$ cat config.mk
export PLATFORM = sky130hd
export DESIGN_NAME = copwait_cmp
export DESIGN_NICKNAME = d
export VERILOG_FILES = /design/src/rtl/copwait_pkg.sv /design/src/rtl/beam_match.sv /design/src/rtl/cw_fsm.sv /design/src/rtl/copwait_cmp.sv
export SDC_FILE = /design/constraint.sdc
export NUM_CORES = 1
export LEC_CHECK = 0
export BUFFER_PORTS_ARGS = -buffer_cell sky130_fd_sc_hd__buf_2
export CELL_PAD_IN_SITES_DETAIL_PLACEMENT = 2
export CELL_PAD_IN_SITES_GLOBAL_PLACEMENT = 2
export CORE_ASPECT_RATIO = 0.7
export CORE_MARGIN = 4
export CORE_UTILIZATION = 30
export DETAILED_ROUTE_END_ITERATION = 16
export GPL_TIMING_DRIVEN = 0
export PLACE_DENSITY_LB_ADDON = 0.1
export SYNTH_ARGS = -nofsm -noshare
export SYNTH_HDL_FRONTEND = slang
export SYNTH_SLANG_ARGS = --single-unit
$ cat constraint.sdc
create_clock -name clk -period 5.2 [get_ports clk]
set_input_delay 0.26 -clock clk [delete_from_list [all_inputs] [get_ports clk]]
set_output_delay 0.26 -clock clk [all_outputs]
set_load 0.03 [all_outputs]
$ cat src/rtl/copwait_pkg.sv
package copwait_pkg;
  localparam int CMP_W  = 8;
  localparam int WORD_W = 2 * CMP_W;

  typedef enum logic [1:0] {
    CW_READ    = 2'd0,
    CW_WEVAL   = 2'd1,
    CW_SEVAL   = 2'd2,
    CW_BLTWAIT = 2'd3
  } cw_state_t;

  // Odd horizontal positions compare as zero.
  function automatic logic [CMP_W-1:0] h_effective(input logic [CMP_W-1:0] h);
    return h[0] ? '0 : h;
  endfunction

  // Masked beam-position test: vertical bit 7 forced into the mask, horizontal bit 0 excluded.
  function automatic logic pos_reached(input logic [CMP_W-1:0] v,
                                       input logic [CMP_W-1:0] h,
                                       input logic [WORD_W-1:0] w1,
                                       input logic [WORD_W-1:0] w2);
    logic [CMP_W-1:0] vmask, hmask, vtgt, vnow, htgt, hnow;
    vmask = {1'b1, w2[WORD_W-2:CMP_W]};
    hmask = {w2[CMP_W-1:1], 1'b0};
    vtgt  = w1[WORD_W-1:CMP_W] & vmask;
    vnow  = v & vmask;
    htgt  = w1[CMP_W-1:0] & hmask;
    hnow  = h_effective(h) & hmask;
    return (vnow > vtgt) || ((vnow == vtgt) && (hnow >= htgt));
  endfunction
endpackage

$ cat src/rtl/beam_match.sv
module beam_match
  import copwait_pkg::*;
(
  input  logic [CMP_W-1:0]  vbeam,
  input  logic [CMP_W-1:0]  hbeam,
  input  logic [WORD_W-1:0] w1,
  input  logic [WORD_W-1:0] w2,
  output logic              reached
);
  always_comb reached = pos_reached(vbeam, hbeam, w1, w2);
endmodule

$ cat src/rtl/cw_fsm.sv
module cw_fsm
  import copwait_pkg::*;
(
  input  logic clk,
  input  logic rst,
  input  logic can_read,
  input  logic issue,
  input  logic issue_skip,
  input  logic issue_gate,
  input  logic blit_busy,
  input  logic reached,
  input  logic skip_clear,
  output logic accept,
  output logic wait_release,
  output logic skip_next,
  output logic blit_wait,
  output logic idle
);
  cw_state_t state;
  logic      sampled;

  // named events for the assertions
  logic recheck_drop, commit_blt, wait_hit, skip_hit, seval_slot;

  assign accept       = (state == CW_READ) && can_read && issue;
  assign recheck_drop = (state == CW_WEVAL) && can_read && sampled && !blit_busy;
  assign commit_blt   = (state == CW_WEVAL) && can_read && sampled && blit_busy;
  assign wait_hit     = (state == CW_WEVAL) && can_read && !sampled && reached;
  assign seval_slot   = (state == CW_SEVAL) && can_read;
  assign skip_hit     = seval_slot && reached && !sampled;

  always_ff @(posedge clk) begin
    if (rst) begin
      state        <= CW_READ;
      sampled      <= 1'b0;
      wait_release <= 1'b0;
      skip_next    <= 1'b0;
    end else begin
      wait_release <= wait_hit;
      if (skip_clear) skip_next <= 1'b0;
      if (skip_hit)   skip_next <= 1'b1;
      case (state)
        CW_READ: if (accept) begin
          sampled <= issue_gate & blit_busy;
          state   <= issue_skip ? CW_SEVAL : CW_WEVAL;
        end
        CW_WEVAL: begin
          if (commit_blt)        state   <= CW_BLTWAIT;
          else if (recheck_drop) sampled <= 1'b0;
          else if (wait_hit)     state   <= CW_READ;
        end
        CW_SEVAL: if (seval_slot) begin
          sampled <= 1'b0;
          state   <= CW_READ;
        end
        CW_BLTWAIT: if (!blit_busy) begin
          sampled <= 1'b0;
          state   <= CW_WEVAL;
        end
        default: state <= CW_READ;
      endcase
    end
  end

  assign idle      = (state == CW_READ);
  assign blit_wait = (state == CW_BLTWAIT);


  release_idle_chk: assert property (@(posedge clk) disable iff (rst)
    wait_release |-> idle);

  blt_hold_chk: assert property (@(posedge clk) disable iff (rst)
    (blit_wait && blit_busy) |=> blit_wait);

  recheck_chk: assert property (@(posedge clk) disable iff (rst)
    recheck_drop |=> (!blit_wait && state == CW_WEVAL));

  slot_hold_chk: assert property (@(posedge clk) disable iff (rst)
    (!can_read && state != CW_BLTWAIT) |=> $stable(state));

  skip_rise_chk: assert property (@(posedge clk) disable iff (rst)
    $rose(skip_next) |-> $past(state == CW_SEVAL));
endmodule

$ cat src/rtl/copwait_cmp.sv
module copwait_cmp
  import copwait_pkg::*;
(
  input  logic              clk,
  input  logic              rst,
  input  logic              can_read,
  input  logic              issue,
  input  logic              issue_skip,
  input  logic [WORD_W-1:0] word1,
  input  logic [WORD_W-1:0] word2,
  input  logic [CMP_W-1:0]  vbeam,
  input  logic [CMP_W-1:0]  hbeam,
  input  logic              blit_busy,
  input  logic              skip_clear,
  output logic              wait_release,
  output logic              skip_next,
  output logic              blit_wait,
  output logic              idle
);
  logic [WORD_W-1:0] w1_q, w2_q;
  logic              accept, reached;

  always_ff @(posedge clk) begin
    if (rst) begin
      w1_q <= '0;
      w2_q <= '0;
    end else if (accept) begin
      w1_q <= word1;
      w2_q <= word2;
    end
  end

  beam_match u_match (
    .vbeam  (vbeam),
    .hbeam  (hbeam),
    .w1     (w1_q),
    .w2     (w2_q),
    .reached(reached)
  );

  cw_fsm u_fsm (
    .clk         (clk),
    .rst         (rst),
    .can_read    (can_read),
    .issue       (issue),
    .issue_skip  (issue_skip),
    .issue_gate  (~word2[WORD_W-1]),
    .blit_busy   (blit_busy),
    .reached     (reached),
    .skip_clear  (skip_clear),
    .accept      (accept),
    .wait_release(wait_release),
    .skip_next   (skip_next),
    .blit_wait   (blit_wait),
    .idle        (idle)
  );
endmodule

==> impl_metrics.yaml <==
critical_path:
  critPathKind: "reg2reg"
  cp-end-kind: "register"
  worstPathCellList: "and2_1, ha_1, nand4_1, a2111oi_2, o221ai_1, nand4b_1, o32ai_1"
  start_kind: "register"
  slowest_stage: "a2111oi_2"
  cp_max_fo: 3
  crit_family: "compound AO/OA/AOI/OAI gates"
  cp_slowest_stage_delay_ns: 0.36
  critPathArrivalTime_ns: 2.08
  crit_required_ns: 5.37
  path_buf_inv: 0
floorplan:
  coreArea_mm2: 0.00581
  start_util_pct: 31.4
  chipHeight_um: 73.2
  ios: 59
  die_area_mm2: 0.00741
  fp.dieW_um: 101
  rows: 23
synth:
  yosysSeqAreaShare_pct: 37.3
  syn_inst: 233
  ys_ff_latch: 34
  yosys_warnings: 0
  ys_types: 35
  synth_edf_count: 0
  synthesis.nets: 303
  synth_flop_cell: "dfxtp_1"
  synth.avg_cell_area_um2: 7.82
  ys_async_sr_fraction_pct: 0
  syn_area_mm2: 0.00182
routing:
  ant_nets: 0
  drcViolationCount: 0
  vias_per_cell: 4.96
  firstDrtPassIters: 4
  finalWirelength_um: 6060
  drtIter0Drc: 34
  vias: 1842
  wl_per_cell_um: 16.3
cts:
  cts-hold-fix-buffers: 0
  post_cts_buffers: 0
  numCtsBuffers: 5
  clk_pin_slew_ns: 0.07
  cts_root_buffer: "clkbuf_8"
  cts-resized-gates: 0
  cts_tree: "built"
  clock_sinks: 34
  clockBufferDepth: 2
  htreeDepth: 2
  clk_latency_ns: 0.29
global_route:
  overflow: 0
  grt_pass1_wl_um: 10100
  antenna_found_initial: 0
  grt_usage_pct: 17.9
  grt_max_degree: 11
  grt_pass1_vias: 2069
timing:
  drv_slew: 0
  rsz0062_at_grt: "no"
  finalCriticalPeriod_ns: 1.90
  hold_viol_final: 0
  finalSetupViolations: 0
  slew_headroom_pct: 61.2
  min_period_over_period_pct: 36.6
  fin_skew_ns: 0.00607
  tns_ns: 0
  worstMarginPinSlew_ns: 0.583
  clock.fmax_ghz: 0.525
placed_design:
  gp_congestion: 0.719
  hpwl_um: 4810
  numPortBuffers: 55
cells_and_area:
  final_core_util_pct: 39.5
  final_common_cell: "nand2_1"
  final_cell_mix: "76 x nand2_1, 58 x buf_2, 34 x dfxtp_1, 33 x a21oi_1, 15 x ha_1"
  drive_gt1_share_pct: 24.3
  diodes: 0
  layout.nets: 365
  syn_to_final_growth_pct: 26.1
job:
  maxCapViolCount: 0
power:
  total_power_uw: 637
  power_density_mw_per_mm2: 277
  vdd_drop_max_uv: 123
  p_leak_nw: 0.999
hold_path:
  hp-class: "in2reg"
run_status:
  status: "complete, no violations"
synthesized netlist by cell type, types with 4 or more instances:
master,instances,area share (%)
ha_1,15,10
and2_1,9,3.1
nand2_1,76,16
and3b_1,6,2.9
buf_6,4,2.5
clkbuf_1,4,0.82
nor2_1,6,1.2
a21oi_1,33,9.1
nand2b_1,4,1.4
dfxtp_1,34,37
layout make-up:
type	instances	area, µm²
plain buffers	12	78.8
clock inverters	1	30.0
fillers	708	3510
multi-input cells	184	1050
inverters	3	11.3
well taps	75	93.8
clock buffers	7	76.3
flip-flops and latches	34	681
repair buffers	55	275
metrics by stage:
stage                     cells  setup WS (ns)  hold slack [ns]  area, µm²
after floorplan             233           3.54            0.377       1820
after global placement      363           3.19            0.446       2190
after detailed placement    363           3.21            0.455       2190
after CTS                   371           3.26            0.162       2300
after global routing        371           3.06            0.185       2300
final                       371           3.30            0.170       2300
layer usage:
layer | global-route usage, % | share of wire (%) | vias up
met5 | 0 | 0 | -
met4 | 4.13 | 0.87 | 0
met3 | 3.72 | 4.6 | 6
met2 | 29.5 | 47 | 43
met1 | 24.0 | 47 | 876
li1 | - | - | 917
worst register-to-register path, cell delays in order (launching register included):
cell and delay, ns:
dfxtp_1 0.32, and2_1 0.14, ha_1 0.31, nand4_1 0.18
a2111oi_2 0.36, o221ai_1 0.18, nand4b_1 0.20, o32ai_1 0.11
state kept, by name, summed over array words and instances, names as in the netlist:
signal and cells:
u_fsm.skip_next 1, u_fsm.sampled 1, w2_q 14, u_fsm.state 2, u_fsm.wait_release 1, w1_q 15
final timing paths:
kind                          from                            to  slack [ns]  cells after the start
max          w2_q[13]$_SDFFE_PP0P_  u_fsm.skip_next$_SDFFE_PP0P_        3.30                      7
min                     skip_clear  u_fsm.skip_next$_SDFFE_PP0P_        0.17                      2
max reg2reg  w2_q[13]$_SDFFE_PP0P_  u_fsm.skip_next$_SDFFE_PP0P_        3.30                      7
min reg2reg   w1_q[5]$_SDFFE_PP0P_          w1_q[5]$_SDFFE_PP0P_        0.46                      2
report_power, final:
group	internal, mW	leakage, nW	switching [mW]
Combinational	0.0476	0.669	0.0648
Clock	0.143	0.0524	0.0972
Sequential	0.275	0.277	0.00936
Total	0.466	0.999	0.171
logic make-up after synthesis:
family	Yosys count	synth area share (%)
compound gates	49	16.2
fa+ha+maj	15	10.3
buf+inv	15	4.94
flops	34	37.3
mux	1	0.549
simple gates	119	30.7
Power figures use the tool's default switching activity.
